--- src/rtl/sbc_pkg.sv ---
package sbc_pkg;

  typedef enum logic [2:0] {
    CMD_DESEL    = 3'd0,
    CMD_BEGIN_RD = 3'd1,
    CMD_BEGIN_WR = 3'd2,
    CMD_CONT     = 3'd3,
    CMD_SUSP     = 3'd4
  } cmd_e;

  typedef enum logic [1:0] {
    ACC_NONE  = 2'd0,
    ACC_READ  = 2'd1,
    ACC_WRITE = 2'd2
  } acc_e;

  // Low two address bits for beat number `beat` of a burst starting at `start`.
  function automatic logic [1:0] beat_offset(input logic [1:0] start,
                                             input logic [1:0] beat,
                                             input logic       linear);
    logic [1:0] sum;
    sum = start + beat;
    return linear ? sum : (start ^ beat);
  endfunction

endpackage

--- src/rtl/sbc_decode.sv ---
module sbc_decode
  import sbc_pkg::*;
#(
  parameter int BYTES = 4
) (
  input  logic             adsp_n_i,
  input  logic             adsc_n_i,
  input  logic             adv_n_i,
  input  logic             ce1_n_i,
  input  logic             ce2_i,
  input  logic             ce3_n_i,
  input  logic             gw_n_i,
  input  logic             bw_n_i,
  input  logic [BYTES-1:0] be_n_i,
  output cmd_e             cmd_o,
  output logic [BYTES-1:0] wmask_o
);

  logic chip_on;

  always_comb begin
    chip_on = !ce1_n_i && ce2_i && !ce3_n_i;

    if (!gw_n_i)      wmask_o = '1;
    else if (!bw_n_i) wmask_o = ~be_n_i;
    else              wmask_o = '0;

    // Priority: unmasked processor strobe, controller strobe, advance.
    if (!adsp_n_i && !ce1_n_i)
      cmd_o = chip_on ? CMD_BEGIN_RD : CMD_DESEL;
    else if (!adsc_n_i)
      cmd_o = chip_on ? ((|wmask_o) ? CMD_BEGIN_WR : CMD_BEGIN_RD) : CMD_DESEL;
    else if (!adv_n_i)
      cmd_o = CMD_CONT;
    else
      cmd_o = CMD_SUSP;
  end

endmodule

--- src/rtl/sbc_addr_seq.sv ---
module sbc_addr_seq
  import sbc_pkg::*;
#(
  parameter int ADDR_W = 6
) (
  input  logic              clk,
  input  logic              rst_n,
  input  cmd_e              cmd_i,
  input  logic [ADDR_W-1:0] addr_i,
  input  logic              linear_i,
  output logic [ADDR_W-1:0] acc_addr_o,
  output logic              live_o
);

  localparam int HI_W = ADDR_W - 2;

  logic [HI_W-1:0] upper_q;
  logic [1:0]      start_q;
  logic [1:0]      beat_q;
  logic [1:0]      beat_use;
  logic            live_q;

  always_comb begin
    beat_use   = (cmd_i == CMD_CONT) ? beat_q + 2'd1 : beat_q;
    acc_addr_o = {upper_q, beat_offset(start_q, beat_use, linear_i)};
    if (cmd_i == CMD_BEGIN_RD || cmd_i == CMD_BEGIN_WR)
      acc_addr_o = addr_i;
  end

  always_ff @(posedge clk or negedge rst_n) begin
    if (!rst_n) begin
      upper_q <= '0;
      start_q <= '0;
      beat_q  <= '0;
      live_q  <= 1'b0;
    end else begin
      case (cmd_i)
        CMD_BEGIN_RD, CMD_BEGIN_WR: begin
          upper_q <= addr_i[ADDR_W-1:2];
          start_q <= addr_i[1:0];
          beat_q  <= 2'd0;
          live_q  <= 1'b1;
        end
        CMD_DESEL: live_q <= 1'b0;
        CMD_CONT:  if (live_q) beat_q <= beat_use;
        default:   ;
      endcase
    end
  end

  assign live_o = live_q;

endmodule

--- src/rtl/sbc_mem.sv ---
module sbc_mem #(
  parameter int ADDR_W = 6,
  parameter int BYTES  = 4,
  parameter int BYTE_W = 8
) (
  input  logic                    clk,
  input  logic [BYTES-1:0]        we_i,
  input  logic [ADDR_W-1:0]       addr_i,
  input  logic [BYTES*BYTE_W-1:0] wdata_i,
  output logic [BYTES*BYTE_W-1:0] rdata_o
);

  localparam int DEPTH = 1 << ADDR_W;

  for (genvar g = 0; g < BYTES; g++) begin : g_lane
    logic [BYTE_W-1:0] lane_mem [DEPTH];
    logic [BYTE_W-1:0] rd_q;

    always_ff @(posedge clk) begin
      if (we_i[g]) lane_mem[addr_i] <= wdata_i[g*BYTE_W +: BYTE_W];
      rd_q <= lane_mem[addr_i];
    end

    assign rdata_o[g*BYTE_W +: BYTE_W] = rd_q;
  end

endmodule

--- src/rtl/sbc_out_stage.sv ---
module sbc_out_stage
  import sbc_pkg::*;
#(
  parameter int DATA_W = 32
) (
  input  logic              clk,
  input  logic              rst_n,
  input  acc_e              acc_i,
  input  logic [DATA_W-1:0] rdata_i,
  input  logic              pipe_i,
  input  logic              oe_n_i,
  output logic [DATA_W-1:0] dq_o,
  output logic              dq_oe_o
);

  acc_e              kind1_q;
  acc_e              kind2_q;
  logic [DATA_W-1:0] data2_q;
  logic              drive;
  logic [DATA_W-1:0] src;

  always_ff @(posedge clk or negedge rst_n) begin
    if (!rst_n) begin
      kind1_q <= ACC_NONE;
      kind2_q <= ACC_NONE;
    end else begin
      kind1_q <= acc_i;
      kind2_q <= kind1_q;
    end
  end

  always_ff @(posedge clk) data2_q <= rdata_i;

  always_comb begin
    if (pipe_i) begin
      drive = (kind2_q == ACC_READ) && (kind1_q != ACC_WRITE);
      src   = data2_q;
    end else begin
      drive = (kind1_q == ACC_READ) ||
              ((kind1_q == ACC_NONE) && (kind2_q == ACC_READ));
      src   = (kind1_q == ACC_READ) ? rdata_i : data2_q;
    end
    dq_oe_o = drive && !oe_n_i;
    dq_o    = dq_oe_o ? src : '0;
  end

endmodule

--- src/rtl/burst_sram_ctrl.sv ---
module burst_sram_ctrl
  import sbc_pkg::*;
#(
  parameter  int ADDR_W = 6,
  parameter  int BYTES  = 4,
  parameter  int BYTE_W = 8,
  localparam int DATA_W = BYTES * BYTE_W
) (
  input  logic              clk,
  input  logic              rst_n,
  input  logic [ADDR_W-1:0] addr_i,
  input  logic              adsp_n_i,
  input  logic              adsc_n_i,
  input  logic              adv_n_i,
  input  logic              ce1_n_i,
  input  logic              ce2_i,
  input  logic              ce3_n_i,
  input  logic              gw_n_i,
  input  logic              bw_n_i,
  input  logic [BYTES-1:0]  be_n_i,
  input  logic [DATA_W-1:0] wdata_i,
  input  logic              pipe_i,
  input  logic              linear_i,
  input  logic              oe_n_i,
  output logic [DATA_W-1:0] dq_o,
  output logic              dq_oe_o
);

  cmd_e              cmd;
  logic [BYTES-1:0]  wmask;
  logic [ADDR_W-1:0] acc_addr;
  logic              live;
  acc_e              acc_kind;
  logic [BYTES-1:0]  mem_we;
  logic [DATA_W-1:0] rdata;

  sbc_decode #(.BYTES(BYTES)) u_decode (
    .adsp_n_i (adsp_n_i),
    .adsc_n_i (adsc_n_i),
    .adv_n_i  (adv_n_i),
    .ce1_n_i  (ce1_n_i),
    .ce2_i    (ce2_i),
    .ce3_n_i  (ce3_n_i),
    .gw_n_i   (gw_n_i),
    .bw_n_i   (bw_n_i),
    .be_n_i   (be_n_i),
    .cmd_o    (cmd),
    .wmask_o  (wmask)
  );

  sbc_addr_seq #(.ADDR_W(ADDR_W)) u_addr_seq (
    .clk        (clk),
    .rst_n      (rst_n),
    .cmd_i      (cmd),
    .addr_i     (addr_i),
    .linear_i   (linear_i),
    .acc_addr_o (acc_addr),
    .live_o     (live)
  );

  always_comb begin
    case (cmd)
      CMD_BEGIN_RD:      acc_kind = ACC_READ;
      CMD_BEGIN_WR:      acc_kind = ACC_WRITE;
      CMD_CONT, CMD_SUSP:
        acc_kind = !live ? ACC_NONE : ((|wmask) ? ACC_WRITE : ACC_READ);
      default:           acc_kind = ACC_NONE;
    endcase
    mem_we = (acc_kind == ACC_WRITE) ? wmask : '0;
  end

  sbc_mem #(.ADDR_W(ADDR_W), .BYTES(BYTES), .BYTE_W(BYTE_W)) u_mem (
    .clk     (clk),
    .we_i    (mem_we),
    .addr_i  (acc_addr),
    .wdata_i (wdata_i),
    .rdata_o (rdata)
  );

  sbc_out_stage #(.DATA_W(DATA_W)) u_out (
    .clk     (clk),
    .rst_n   (rst_n),
    .acc_i   (acc_kind),
    .rdata_i (rdata),
    .pipe_i  (pipe_i),
    .oe_n_i  (oe_n_i),
    .dq_o    (dq_o),
    .dq_oe_o (dq_oe_o)
  );

endmodule

--- config.mk ---
export PLATFORM = sky130hd
export DESIGN_NAME = burst_sram_ctrl
export DESIGN_NICKNAME = d
export VERILOG_FILES = /design/src/rtl/sbc_pkg.sv /design/src/rtl/sbc_decode.sv /design/src/rtl/sbc_addr_seq.sv /design/src/rtl/sbc_mem.sv /design/src/rtl/sbc_out_stage.sv /design/src/rtl/burst_sram_ctrl.sv
export SDC_FILE = /design/constraint.sdc
export NUM_CORES = 2
export LEC_CHECK = 0
export BUFFER_PORTS_ARGS = -buffer_cell sky130_fd_sc_hd__buf_2
export CORE_ASPECT_RATIO = 1.1
export CORE_MARGIN = 4
export CORE_UTILIZATION = 60
export CTS_CLUSTER_DIAMETER = 100
export DETAILED_ROUTE_END_ITERATION = 8
export GPL_TIMING_DRIVEN = 1
export PLACE_DENSITY_LB_ADDON = 0.25
export SETUP_SLACK_MARGIN = 0.15
export SYNTH_ARGS = -nofsm -noshare
export SYNTH_HDL_FRONTEND = slang
export SYNTH_HIERARCHICAL = 1
export SYNTH_SLANG_ARGS = --single-unit
--- constraint.sdc ---
create_clock -name clk -period 4.2 [get_ports clk]
set_clock_uncertainty 0.1 [all_clocks]
set_input_delay 0.42 -clock clk [delete_from_list [all_inputs] [get_ports clk]]
set_output_delay 0.42 -clock clk [all_outputs]
set_load 0.005 [all_outputs]
Word-level counts from Yosys, hierarchy flattened

Memory sizes are Yosys's and may differ from the RTL's. A register that Yosys moved wholly into a read port is not among the register bits.
Index checks and enable logic that the tools add are counted.

Output and inout port bits: 33
Input bits: 55
RAM bits: 2048
Memories: 4
Register bits: 45

Bitwise operators: 2
Reductions and logical operators: 20
Add/subtract/negate cells: 2
Equality and inequality tests: 9
Mux-type cells: 30

Memories:

| memory                   | words | bits a word | read ports | clocked after memory_dff | wr ports | RTL line      | source |
|---|---|---|---|---|---|---|---|
| u_mem.g_lane[0].lane_mem | 64    | 8           | 1          | 1                        | 1        | sbc_mem.sv:16 | `logic [BYTE_W-1:0] lane_mem [DEPTH];` |
| u_mem.g_lane[1].lane_mem | 64    | 8           | 1          | 1                        | 1        | sbc_mem.sv:16 |  |
| u_mem.g_lane[2].lane_mem | 64    | 8           | 1          | 1                        | 1        | sbc_mem.sv:16 |  |
| u_mem.g_lane[3].lane_mem | 64    | 8           | 1          | 1                        | 1        | sbc_mem.sv:16 |  |

Operators with widths:

| cell                  | number |
|---|---|
| $mux W32              | 3 |
| $mux W2               | 6 |
| $mux W3               | 4 |
| $mux W4               | 3 |
| $mux W1               | 10 |
| $eq A3 B2 Y1 const B  | 2 |
| $logic_and A1 B1 Y1   | 6 |
| $mux W6               | 1 |
| $pmux W2 S3           | 1 |
| $eq A2 B1 Y1 const B  | 2 |
| $logic_not A1 Y1      | 4 |
| $not A4 Y4            | 1 |
| $pmux W2 S2           | 1 |
| $reduce_bool A2 Y1    | 2 |
| $reduce_or A2 Y1      | 2 |
| $reduce_or A4 Y1      | 1 |
| $eq A3 B1 Y1 const B  | 1 |
| $eq A3 B3 Y1 const B  | 1 |
| $logic_not A3 Y1      | 1 |
| $add A2 B1 Y2 const B | 1 |
| $add A2 B2 Y2         | 1 |
| $eq A2 B2 Y1 const B  | 1 |
| $logic_not A2 Y1      | 1 |
| $logic_or A1 B1 Y1    | 2 |
| 5 further kinds       | 5 |

Depth between registers and ports, before layout

Depth in word-level cells: 15
Mapped depth: 22
Depth with buffers taken out: 17

Hierarchy

The synthesis kept the hierarchy.

By module, submodules not included:

| module          | cells an instance | sequential area each (um^2) | area each (um^2) | instances |
|---|---|---|---|---|
| sbc_mem         | 4527              | 62139.6                     | 79087.1          | 1 |
| sbc_out_stage   | 148               | 740.7                       | 1365.1           | 1 |
| sbc_addr_seq    | 46                | 225.2                       | 489.2            | 1 |
| burst_sram_ctrl | 16                | 0.0                         | 110.1            | 1 |
| sbc_decode      | 15                | 0.0                         | 98.8             | 1 |

Worst setup path before layout

OpenSTA, ideal clock, no wires.

Path type: input to register
Start point: in ce1_n_i
End point: mem u_mem.g_lane[0].lane_mem[10][0] (enable)
Library setup time: 0.370 ns
Arrival: 4.229 ns
Setup slack: -0.499 ns
Required time: 3.730 ns
Stages: 19
Buffers on the path: 6
Path through: o21ai_0 o21ai_0 nand2_1 nor2_1 xor2_1 ha_1 nand2_1 xnor2_1 mux2_1 o211ai_2 buf_6 nor2b_1 clkbuf_1 buf_2 buf_2 buf_2 nand2_1 clkbuf_1 nor2_1

RTL lines:

| element                                        | RTL line                           | source |
|---|---|---|
| start, declared                                | burst_sram_ctrl.sv:15              | `input logic ce1_n_i,` |
| $logic_not A1 Y1 (*)                           | sbc_decode.sv:22, sbc_decode.sv:29 |  |
| $logic_and A1 B1 Y1 (2 in a row)               | sbc_decode.sv:22                   | `chip_on = !ce1_n_i && ce2_i && !ce3_n_i;` |
| $mux W3                                        | sbc_decode.sv:32                   | `cmd_o = chip_on ? ((\|wmask_o) ? CMD_BEGIN_WR : CMD_BEGIN_RD) : CMD_DESEL;` |
| $mux W3                                        | sbc_decode.sv:31                   | `else if (!adsc_n_i)` |
| $mux W3 (*)                                    | sbc_decode.sv:29                   | `if (!adsp_n_i && !ce1_n_i)` |
| named net cmd[1]                               | burst_sram_ctrl.sv:29              | `cmd_e cmd;` |
| $eq A3 B2 Y1                                   | sbc_addr_seq.sv:24                 | `beat_use = (cmd_i == CMD_CONT) ? beat_q + 2'd1 : beat_q;` |
| $mux W2                                        | sbc_addr_seq.sv:24                 |  |
| $add A2 B2 Y2 or $xor A2 B2 Y2 (tied branches) | sbc_pkg.sv:22, sbc_pkg.sv:23       |  |
| $mux W2                                        | sbc_pkg.sv:23                      | `return linear ? sum : (start ^ beat);` |
| $mux W6 (*)                                    | sbc_addr_seq.sv:26                 | `if (cmd_i == CMD_BEGIN_RD \|\| cmd_i == CMD_BEGIN_WR)` |
| named net acc_addr[1]                          | burst_sram_ctrl.sv:31              | `logic [ADDR_W-1:0] acc_addr;` |
| end, declared                                  | sbc_mem.sv:16                      |  |

The timed path passes the listed nets; every way through them passes the cells marked *.

Worst setup path in the final report

Start point: reg u_addr_seq.beat_q[0]
End point: reg u_mem.g_lane[3].rd_q[0], read port of u_mem.g_lane[3].lane_mem

Longest elaborated chain between the ends: 5

RTL lines:

| element                                        | RTL line                     | source |
|---|---|---|
| start, declared                                | sbc_addr_seq.sv:19           | `logic [1:0] beat_q;` |
| start signal, assigned                         | sbc_addr_seq.sv:45           | `CMD_CONT: if (live_q) beat_q <= beat_use;` |
| $add A2 B1 Y2                                  | sbc_addr_seq.sv:24           |  |
| $mux W2 (*)                                    | sbc_addr_seq.sv:24           |  |
| $add A2 B2 Y2 or $xor A2 B2 Y2 (tied branches) | sbc_pkg.sv:22, sbc_pkg.sv:23 |  |
| $mux W2 (*)                                    | sbc_pkg.sv:23                |  |
| $mux W6 (*)                                    | sbc_addr_seq.sv:26           |  |
| named net acc_addr[1]                          | burst_sram_ctrl.sv:31        |  |
| end, declared                                  | sbc_mem.sv:17                | `logic [BYTE_W-1:0] rd_q;` |

Marks and branches as above.
A chain may end at the register's enable or synchronous reset.

==> results.txt <==
The flow ran to the end, and the final reports show no timing, DRC or antenna violations. Entering global routing, the biggest net connects 65 pins. The worst hold path belongs to the class input port to flop. TritonCTS built the clock tree. The initial antenna violation count came out at 15. The hold violation count in the final report is 0. The number of register bits inferred by synthesis is 2125.

The synthesized area divided by synthesized cell count came out at 17.1 um^2. The final clock period utilization by the worst path came out at 96.2%. From left edge to right edge, the die measures 359 um.

The mapped netlist covers 0.0812 mm^2. The aggregate routed wire length came out at 234 mm. The overall overflow remaining after global route is 0. The CTS clock-pin slew for the worst setup and hold paths is 0.07 ns.

Counting instances, the worst hold path has a depth of 1. The net switching power came out at 16.0 mW. The internal portion of total power came out at 38.5 mW. The fmax is 248 MHz. Sequential cells burn 44.3% of the power. The count of pins on the block boundary is 88. The fraction of final layout cells with drive strength greater than 1 came out at 26.8%. The initial core utilization is 60.4%. After routing the design area is 0.0968 mm^2. The die is 394 um tall. The worst-margin pin slew is 1.29 ns. Buffers added to address setup during post-CTS repair amount to 0. Walking the worst path, the cells encountered are xor2_1 -> ha_1 -> nand2_1 -> xnor2_1 -> mux2_1 -> o211ai_4 -> buf_4 -> buf_4 -> mux2i_1 -> o22ai_1 -> o21ai_0 -> o2111ai_1 -> a211o_1. The layout overhead on the synthesized area is 19.2%.

The overall fraction of global-route tracks in use is 33.2%. Row generation in the floorplan step produced 141 rows. Setup violations remaining at the end of the flow were counted as 0.

Of the synthesized area, sequential elements account for 77.8%. The post-route minimum period came out at 4.04 ns. The number of detailed-routing iterations run before antenna repair is 9.

The final HPWL from detailed placement is 150 mm. At the end of routability-driven placement, the weighted congestion stood at 0.918. The floorplan step defined a core boundary enclosing 0.134 mm^2. For this run, the post-layout net count is 5499.

The power after layout is 54.5 mW. The delay of the slowest cell on the worst path is 0.50 ns. The detailed-route vias per instance is 6.87. Along the worst path, the maximum fanout reaches 13. In this run the power density over the cells is 564 mW/mm^2.

The most frequent standard cell in the layout excluding fill and tap cells is edfxtp_1. The count of buffers inserted at the top-level ports came out at 87. Leaving out fill and tap cells, the most frequent cells in the layout are edfxtp_1, buf_4, a221oi_1.

The post-detailed-route DRC marker count came out at 0. The number of DRC markers after the initial detailed-route iteration is 8094. For this run, the number of Yosys warnings is 6. The overall die area is 0.141 mm^2. The post-place instance area is 0.0903 mm^2. The analysis attributes to cell leakage a power of 31.8 nW. The fraction of synthesis flops using an asynchronous set or reset pin is 0.612%. The combinational share of power came out at 23.7%.

The critical path buffer and inverter count is 2. Of the total power, the share spent switching nets is 29.3%. The most numerous cell on the critical path is buf_4.

The tree is rooted in a clkbuf_16. The worst-path cell with the longest stage delay is o21ai_0. The number of max-slew violations in the final report was 0. The synthesized design contains 2048 enable-type register cells. In the synthesized netlist, the number of instances is 4752. In this run, distinct cell masters in the synthesized netlist total 83. The synthesized netlist net count came out at 4808. The number of sinks handled by clock tree synthesis is 2125. The clock insertion delay at the later pin of the skew report came out at 0.82 ns. The first global-routing pass estimated 340 mm of wire.

The clock network fraction of total power is 32.0%. The worst slew margin relative to its limit came out at 14.3%. The worst setup path is of the flop to flop kind. In this run the deepest clock path goes through 3 buffers. Setup repair after global routing left no endpoint under its margin. The number of max-cap violations came out at 0.

The data arrival time of the critical path is 4.64 ns. In this run the register-to-register setup slack is 0.16 ns. The worst vdd rail ir drop came out at 0.587 mV. The data required time at the worst endpoint came out at 4.81 ns. Broken down by cell family, the worst path's largest delay share belongs to compound AO/OA/AOI/OAI gates.

The total vias in the final route is 50800. STA classifies the critical path endpoint as a flop. The leading register cell type out of synthesis is edfxtp_1.

The number of logic stages on the critical path including buffering came out at 13. The number of clock buffers added by TritonCTS is 193. Counting cells, the worst reg-to-reg path comes to 13. The H-tree depth is 4. The post-detailed-route count of antenna-violating nets came out at 0.

STA classifies the critical path startpoint as a flop. The via count of the first global-routing pass came out at 50100. Dividing the detail-routed wire length by the instance count gives 31.7 um.
==> path summary, 6_finish.rpt <==
| check | startpoint | endpoint |
|---|---|---|
| worst max-delay path | u_addr_seq/beat_q[0]$_DFFE_PN0P_ | u_mem/g_lane[3].rd_q[0]$_DFF_P_ |
| worst min-delay path | wdata_i[2] | u_mem/g_lane[0].lane_mem[38][2]$_DFFE_PP_ |
| worst max register to register | u_addr_seq/beat_q[0]$_DFFE_PN0P_ | u_mem/g_lane[3].rd_q[0]$_DFF_P_ |
| worst min register to register | u_mem/g_lane[2].rd_q[2]$_DFF_P_ | u_out/data2_q[18]$_DFF_P_ |
| max in group asynchronous | rst_n | u_addr_seq/start_q[0]$_DFFE_PN0N_ |
| min in group asynchronous | rst_n | u_out/kind2_q[1]$_DFF_PN0_ |
==> final cells by class <==
cell class	count	area, um^2
antenna	5	12.5
sequential	2125	63100
inverter	9	38.8
clock buffer	274	5560
timing repair buffer	856	7750
tap	1787	2240
multi-input combinational	2258	17300
fill	7895	37500
clock inverter	87	753
==> sequential cells by signal, summed over array words and instances (netlist names) <==
| name | count |
|---|---|
| u_addr_seq/start_q | 2 |
| u_addr_seq/beat_q | 2 |
| u_out/kind1_q | 2 |
| u_out/kind2_q | 2 |
| u_mem/g_lane.rd_q | 32 |
| u_mem/g_lane.lane_mem | 2048 |
| u_out/data2_q | 32 |
| u_addr_seq/upper_q | 4 |
| u_addr_seq/live_o | 1 |
==> power groups by stage <==
stage | clock network, mW | registers [mW] | logic [mW]
6_report | 17.4 | 24.2 | 12.9
5_1_grt | 18.5 | 24.2 | 13.4
4_1_cts | 17.6 | 24.1 | 12.6
3_5_place_dp | 0 | 24.6 | 12.5
3_3_place_gp | 0 | 24.6 | 12.3
2_1_floorplan | 0 | 24.3 | 6.42
==> kinds of logic after synthesis <==
logic type / count (synthesis) / synth area share (%)
AO/OA/AOI/OAI: 1238 / 11.3
XOR/XNOR: 4 / 0.0432
adder cells (fa/ha/maj): 1 / 0.0154
buffers and inverters: 369 / 2.19
flip-flops: 2125 / 77.8
multiplexers: 323 / 5.06
AND/OR/NAND/NOR: 692 / 3.61
==> through the flow <==
stage	instances	hold slack [ns]	TNS, ns	setup WS [ns]	utilization [%]
4_1_cts	7396	0.00410	0	0.209	72.0
3_3_place_gp	7026	0.217	-121.53	-0.530	67.3
2_1_floorplan	4752	0.0244	0	0.0688	-
6_report	7401	0.0481	0	0.162	72.1
5_1_grt	7399	0.0417	0	0.152	72.1
3_5_place_dp	7026	0.217	-165.72	-0.594	67.3
==> cells in the mapped netlist, drive strengths merged, types with 3 or more instances <==
master	instances	share of area [%]
o2111ai	14	0.15
and3b	3	0.032
clkbuf	147	0.68
nor3	23	0.15
mux2i	149	1.8
a31oi	16	0.12
a221o	3	0.037
o21ai	185	1.1
nand2b	3	0.023
edfxtp	2048	76
a211o	13	0.14
o32ai	14	0.15
inv	9	0.042
nand2	146	0.68
o211ai	17	0.16
mux2	116	1.6
a222oi	52	0.64
nor3b	5	0.052
or3	14	0.11
xnor2	3	0.032
a22o	4	0.043
nor4	14	0.11
a21oi	129	0.93
nor2b	12	0.10
dfrtp	13	0.40
or3b	3	0.032
o221ai	8	0.086
o22ai	125	0.96
or2	3	0.023
nor2	423	2.0
nand3	19	0.12
nand3b	4	0.037
a211oi	3	0.028
dfxtp	64	1.6
a22oi	299	2.8
a221oi	333	3.7
nand4	6	0.046
and2	4	0.031
mux4	58	1.6
buf	213	1.5
a32oi	5	0.054
==> per-layer routing <==
| metal | GRT usage [%] | vias to the layer above | part of all wire, % |
|---|---|---|---|
| li1 | - | 20900 | - |
| met2 | 51.6 | 3659 | 47 |
| met1 | 45.3 | 25600 | 35 |
| met5 | 0 | - | 0.016 |
| met4 | 14.5 | 6 | 5.0 |
| met3 | 8.00 | 701 | 12 |
==> what timing repair did <==
action                                 CTS  global route
pin swaps                                0             1
setup endpoints to repair                1             9
hold buffers                             9             0
endpoints found under the hold margin   46             0
gates resized for setup                  1            10
(Power assumes the default switching activity.)
